## src/rtl/kbd_event_decoder.sv

```systemverilog
module kbd_event_decoder #(
  parameter bit         HIDE_SHIFT  = 1'b0,
  parameter logic [7:0] EXT_PREFIX  = 8'hE0,
  parameter logic [7:0] REL_PREFIX  = 8'hF0,
  parameter logic [7:0] LSHIFT_CODE = 8'h12,
  parameter logic [7:0] RSHIFT_CODE = 8'h59
) (
  input  logic       clk,
  input  logic       rst,
  input  logic       byte_valid,
  input  logic [7:0] byte_in,
  input  logic       ev_read,
  output logic       ev_ready,
  output logic [7:0] ev_code,
  output logic       ev_ext,
  output logic       ev_rel,
  output logic [7:0] ev_ascii,
  output logic       shift_on
);

  logic ext_q, rel_q, lsh_q, rsh_q;

  wire is_ext   = byte_in == EXT_PREFIX;
  wire is_rel   = byte_in == REL_PREFIX;
  wire is_lsh   = !ext_q && byte_in == LSHIFT_CODE;
  wire is_rsh   = !ext_q && byte_in == RSHIFT_CODE;
  wire key_byte = byte_valid && !is_ext && !is_rel;
  wire emit     = key_byte && !(HIDE_SHIFT && (is_lsh || is_rsh));

  assign shift_on = lsh_q | rsh_q;

  function automatic logic [7:0] to_ascii(input logic [7:0] c, input logic up);
    logic [7:0] ch;
    logic       letter;
    letter = 1'b1;
    case (c)
      8'h1C: ch = "A";  8'h32: ch = "B";  8'h21: ch = "C";  8'h23: ch = "D";
      8'h24: ch = "E";  8'h2B: ch = "F";  8'h34: ch = "G";  8'h33: ch = "H";
      8'h43: ch = "I";  8'h3B: ch = "J";  8'h42: ch = "K";  8'h4B: ch = "L";
      8'h3A: ch = "M";  8'h31: ch = "N";  8'h44: ch = "O";  8'h4D: ch = "P";
      8'h15: ch = "Q";  8'h2D: ch = "R";  8'h1B: ch = "S";  8'h2C: ch = "T";
      8'h3C: ch = "U";  8'h2A: ch = "V";  8'h1D: ch = "W";  8'h22: ch = "X";
      8'h35: ch = "Y";  8'h1A: ch = "Z";
      default: begin
        letter = 1'b0;
        case (c)
          8'h45: ch = "0";  8'h16: ch = "1";  8'h1E: ch = "2";  8'h26: ch = "3";
          8'h25: ch = "4";  8'h2E: ch = "5";  8'h36: ch = "6";  8'h3D: ch = "7";
          8'h3E: ch = "8";  8'h46: ch = "9";
          8'h29: ch = 8'h20;
          8'h5A: ch = 8'h0D;
          8'h0D: ch = 8'h09;
          default: ch = 8'h00;
        endcase
      end
    endcase
    if (letter && !up) ch = ch | 8'h20;
    return ch;
  endfunction

  always_ff @(posedge clk) begin
    if (rst) begin
      ext_q    <= 1'b0;
      rel_q    <= 1'b0;
      lsh_q    <= 1'b0;
      rsh_q    <= 1'b0;
      ev_ready <= 1'b0;
      ev_code  <= 8'h00;
      ev_ext   <= 1'b0;
      ev_rel   <= 1'b0;
      ev_ascii <= 8'h00;
    end else begin
      if (byte_valid && is_ext) ext_q <= 1'b1;
      if (byte_valid && is_rel) rel_q <= 1'b1;
      if (key_byte) begin
        ext_q <= 1'b0;
        rel_q <= 1'b0;
        if (is_lsh) lsh_q <= !rel_q;
        if (is_rsh) rsh_q <= !rel_q;
      end
      if (emit) begin
        ev_ready <= 1'b1;
        ev_code  <= byte_in;
        ev_ext   <= ext_q;
        ev_rel   <= rel_q;
        ev_ascii <= ext_q ? 8'h00 : to_ascii(byte_in, shift_on);
      end else if (ev_read) begin
        ev_ready <= 1'b0;
      end
    end
  end

endmodule

```

## config.mk

```make
export PLATFORM = sky130hd
export DESIGN_NAME = kbd_event_decoder
export DESIGN_NICKNAME = d
export VERILOG_FILES = /design/src/rtl/kbd_event_decoder.sv
export SDC_FILE = /design/constraint.sdc
export NUM_CORES = 1
export LEC_CHECK = 0
export ABC_CLOCK_PERIOD_IN_PS = 2230
export BUFFER_PORTS_ARGS = -buffer_cell sky130_fd_sc_hd__buf_4
export CORE_UTILIZATION = 56
export DETAILED_ROUTE_END_ITERATION = 6
export PLACE_DENSITY_LB_ADDON = 0.1
export SLEW_MARGIN = 10
export SYNTH_ARGS = -nofsm -noshare
export SYNTH_HDL_FRONTEND = slang
export SYNTH_SLANG_ARGS = --single-unit
```

## constraint.sdc

```tcl
create_clock -name clk -period 2.23 [get_ports clk]
set_input_delay 0.446 -clock clk [delete_from_list [all_inputs] [get_ports clk]]
set_output_delay 0.446 -clock clk [all_outputs]
set_load 0.01 [all_outputs]
```

---- Word level (Yosys, flattened, before mapping) ----
Cells that the tools add are included.
cells by class
  shifts and indexed selects .............. 0
  bitwise operators ....................... 1
  divide/modulo/power cells ............... 0
  equality and inequality tests ........... 43
  magnitude comparators ................... 0
  add/sub/neg operators ................... 0
  mux-type cells .......................... 9
  reductions and logical operators ........ 17
  multiply operators ...................... 0
operators with widths
  kind                                                                   number
  8-bit by 6-bit equality test with 1-bit output, second input constant  23
  7-bit case mux with 26 select lines                                    1
  6-bit case mux with 13 select lines                                    1
  8-bit by 7-bit equality test with 1-bit output, second input constant  9
  8-bit by 5-bit equality test with 1-bit output, second input constant  8
  26-bit OR reduction                                                    1
  8-bit equality test, second input constant                             2
  8-bit by 4-bit equality test with 1-bit output, second input constant  1
  1-bit logical AND                                                      7
  7-bit 2-to-1 mux                                                       1
  6-bit 2-to-1 mux                                                       1
  1-bit zero test                                                        5
  1-bit 2-to-1 mux                                                       5
  2-bit AND reduction                                                    2
  2-bit nonzero test                                                     1
  2-bit OR reduction                                                     1
  1-bit bitwise OR                                                       1
storage, ports and cells
  register bits after elaboration ......... 23
  memory bits (read-only) ................. 0
  latch bits .............................. 0
  memories kept ........................... 0
  RAM bits ................................ 0
  output and inout port bits .............. 20
  word-level logic and storage cells ...... 79
  input port bits ......................... 12

---- Depth between registers and ports, before layout ----
  word-level depth ........................ 9
  depth in mapped cells ................... 8
  depth with buffers taken out ............ 6

---- Least setup slack after synthesis ----
OpenSTA, ideal clock, no wires.
  path type ............................... input to register
  start point ............................. in byte_in[6]
  end point ............................... reg ev_ascii[5]
  cell stages on the path ................. 8
  buffers on the path ..................... 2
  path slack .............................. 0.467 ns
  arrival ................................. 1.630 ns
  library setup time ...................... 0.133 ns
  required time ........................... 2.097 ns
  cell sequence ........................... buf_6 > buf_2 > xor2_1 > nand4_1 > o21ai_0 > or3b_1 > o21bai_1 > a31oi_1
between the ends
  longest elaborated chain between the ends .. 8
  elaborated cells between the ends (all ways) .. 54
  classes of those cells .................. eq/ne (41); mux (7); reduce/logical (6)
ends and longest elaborated chain
  what                                                                    RTL line  RTL
  from (decl)                                                             11        input logic [7:0] byte_in,
  8-bit by 5-bit equality test with 1-bit output (tied with other cells)  36        case (c)
  26-bit OR reduction (no source line)                                    n/a
  1-bit 2-to-1 mux                                                        36
  1-bit 2-to-1 mux                                                        81        if (emit) begin
  1-bit 2-to-1 mux                                                        62        if (rst) begin
  1-bit logical AND                                                       57        if (letter && !up) ch = ch | 8'h20;
  6-bit 2-to-1 mux                                                        57
  7-bit 2-to-1 mux                                                        86        ev_ascii <= ext_q ? 8'h00 : to_ascii(byte_in, shift_on);
  to (signal assigned)                                                    86
  to (decl)                                                               17        output logic [7:0] ev_ascii,
Several ways; a longest one is shown, not always the timed one. The select of a mux whose other input is x is not followed.
A chain may end at the register's enable or synchronous reset.

---- Final worst setup path ----
  start point ............................. in byte_in[3]
  end point ............................... reg ev_ascii[5]
The elaborated chain is that of the path after synthesis.

==> summary.md <==
| Metric | Value |
|---|---|
| Combinational Power Share | 26.0% |
| DRT antenna net count | 0 |
| Area share of fa/ha/maj cells after synthesis | 0% |
| Simple logic cell fraction of the synthesized area | 38.6% |
| Flop-to-flop setup slack | 1040 ps |
| CTS max path bufs | 2 |
| Share of the cycle needed by the critical path after routing | 75.6% |
| Post-synth EDFFs | 0 |
| Hold Crit Depth | 3 |
| RSZ-0062 raised after global routing | no |
| Drt initial violations | 83 |
| Wirelength per Cell | approximately 16 um |
| CP bufs+invs | 1 |
| Arr. time, crit path | 1940 ps |
| Hold Crit Class | primary input to flip-flop |
| Number of max-slew violations in the final report | 0 |
| Post-CTS Resized | 0 |
| Reg2Reg Depth | 3 |
| Delay-heaviest family, CP | compound AO/OA/AOI/OAI gates |
| Area leader, netlist | dfxtp_1 |
| Synth top area share | 24.8% |
| Compound-Gate Fraction of Synth Area | between 20 and 25% |
| Root buffer cell | clkbuf_4 |
| DRT Wirelength | 4.65 mm |
| Most frequent cell after synthesis | nand2_1 |
| Sequential share of the synthesized area | 24.8% |
| Cell Chain, Critical Path | buf_4, or3b_1, a211oi_1, o21ai_1, or3b_1, o21bai_1, a31oi_1 |
| Clock Latency Late Sink | 310 ps |
| Post-CTS Setup Bufs | 0 |
| Count of buffers from port buffering | 30 |
| Post-synthesis mux area share | 1.13% |
| Syn. warnings | 0 |
| Number of CTS-inserted buffers | 3 |
| Synthesized flop and latch total | 22 |
| Final setup violation count | 0 |
| Initial antenna violation count | 0 |
| Instance area at placement | between 0.0015 and 0.002 mm2 |
| Die Height | 58.3 um |
| Largest net degree at the start of global routing | 33 |
| Avg Cell Area, Syn | 7.61 um2 |
| Vias | approximately 1800 |
| Vias per std cell | around 6 |
| Area delta synth->final | 12.0% |
| Syn_nets | 245 |
| Grt ovf | 0 |
| Int Pwr | 597 uW |
| Post-synthesis cell area | approximately 0.0018 mm2 |
| H-tree depth | 1 |
| GPL Wtd Cong | 0.971 |
| Worst reg2reg path startpoint | ext_q |
| Synthesized instance count | 233 |
| Max-cap violation count | 0 |
| Post-route DRC | 0 |
| Synth area leaders | dfxtp_1, nand2_1, a21oi_1 |
| Top flop regs | ev_code x8, ev_ascii x7 |
| Status | finished clean |
| Clock group share of total power | 25.5% |
| Die width | 58.3 um |
| # rows | 20 |
| Drt pass-1 iters | 5 |
| Detail Placement HPWL | approximately 3.4 mm |
| Post-synth top cells | nand2_1, dfxtp_1, a21oi_1 |
| Fin. Hold Viols | 0 |
| Fraction of synthesized cell area in xor and xnor cells | between 1 and 1.5% |
| Worst Hold Launch | ev_read |
| Initial core utilization | roughly three fifths |
| Slowest cell on the critical path | or3b_1 |
| Largest family of logic cells by synthesized area | simple AND/OR/NAND/NOR gates |
| Final clock skew | 3.86 ps |
| Io pins | 32 |
| CTS clk-pin slew, worst paths | 120 ps |
| Maximum VDD drop | 0.168 mV |
| Static Leak | 0.782 nW |
| Final instance area | a little under 0.002 mm2 |
| Ant. Diodes | 0 |
| First-pass GRT wire length | 7.51 mm |
| Biggest register | ev_code |
| Final critical-path required period | 1690 ps |
| Worst setup EP type | flip-flop |
| Core area | 0.00303 mm2 |
| Share of cells above drive strength 1 | 22.2% |
| WS Path Type | primary input to flip-flop |
| Crit path largest cell delay | 400 ps |
| Setup_tns | 0 ps |
| CP Launch Type | primary input |
| Main synth FF type | dfxtp_1 |
| CP Max Fanout | 32 |
| Max reg flops | 8 |
| Tot GR Track Use | ~29% |
| Synth cell types | 61 |
| Psw | 268 uW |
| Switching share of total power | ~31% |
| Fin nets | 265 |
| Total power | 865 uW |
| CP most frequent cell | or3b_1 |
| Sequential power share | 48.5% |
| Hold EP | ev_ready |
| Number of global-route vias before repair | between 1500 and 2000 |
| Sink Count | 22 |
| Async SR Flop Fraction | 0% |
| # hold bufs at CTS | 0 |
| Reg2reg end | ev_ascii[1] |
| Die area | between 0.003 and 0.004 mm2 |
| Pwr/cell area | 435 mW/mm2 |
| CTS tree | done |
| Worst EP required | 2480 ps |
| Fmax | 0.593 GHz |
## cell usage in the layout, fill, tap and decap left out, types with 3 or more instances in the layout
cell type / synthesis / final
buf_4: 5 / 35
nand2_1: 30 / 30
dfxtp_1: 22 / 22
a21oi_1: 20 / 20
nor2_1: 11 / 11
nor3_1: 11 / 11
nor2b_1: 9 / 9
nand3_1: 9 / 9
o21ai_0: 7 / 7
inv_1: 6 / 6
o21ai_1: 6 / 6
nand4_1: 6 / 6
nand2b_1: 5 / 5
a32oi_1: 4 / 4
and3_1: 3 / 3
a31oi_1: 3 / 3
nand3b_1: 3 / 3
a211oi_1: 3 / 3
nor4_1: 3 / 3
o211ai_2: 3 / 3
clkbuf_4: 0 / 3
## worst reg2reg max path: cells and delay by family (launching register included)
kind | cells | cell delay [ps]
DFF | 1 | 380
AOI/OAI and AO/OA | 1 | 100
and+or+nand+nor | 2 | 660
## routing by layer
layer,track usage (%),vias to the layer above,wire [um]
met4,13.6,0,143
li1,-,900,-
met2,43.2,86,2100
met5,0,-,0
met1,41.8,830,2120
met3,2.46,12,284
## power groups by stage
stage	Sequential [mW]	Combinational, mW	Clock (mW)
global route	0.421	0.245	0.243
finish	0.419	0.225	0.220
CTS	0.420	0.221	0.229
detailed placement	0.429	0.221	0
global placement	0.428	0.220	0
floorplan	0.434	0.153	0
## final cells by class
cell class,count,area [um2]
Clock buffer,4,36.3
Fill cell,289,1040
Inverter,7,26.3
Multi-Input combinational cell,184,1170
Sequential cell,22,440
Tap cell,44,55.1
Timing Repair Buffer,35,263
## per-stage QoR
step	hold slack [ps]	std cells	setup slack [ps]	util, %
final	380	296	544	65.6
after global routing	363	296	455	65.6
after CTS	369	296	546	65.6
after detailed placement	445	292	206	64.4
after global placement	442	292	223	64.4
after floorplan	459	233	467	-
## kinds of logic after synthesis
family / count (synthesis)
AOI/OAI and AO/OA: 64
and+or+nand+nor: 114
xor gates and xnor gates: 3
muxes: 2
DFF: 22
buffers and inverters: 27
other: 1
## how the worst max path moves through the flow
stage / startpoint / to / depth (start not counted)
2_1_floorplan: byte_in[6] / ev_ascii[5] / 8
4_1_cts: byte_in[3] / ev_ascii[5] / 7
5_1_grt: byte_in[3] / ev_ascii[5] / 7
3_5_place_dp: byte_in[3] / ev_ascii[5] / 7
3_3_place_gp: byte_in[3] / ev_ascii[5] / 7
6_report: byte_in[3] / ev_ascii[5] / 7
Note: power is estimated with default switching activity, not from simulation.
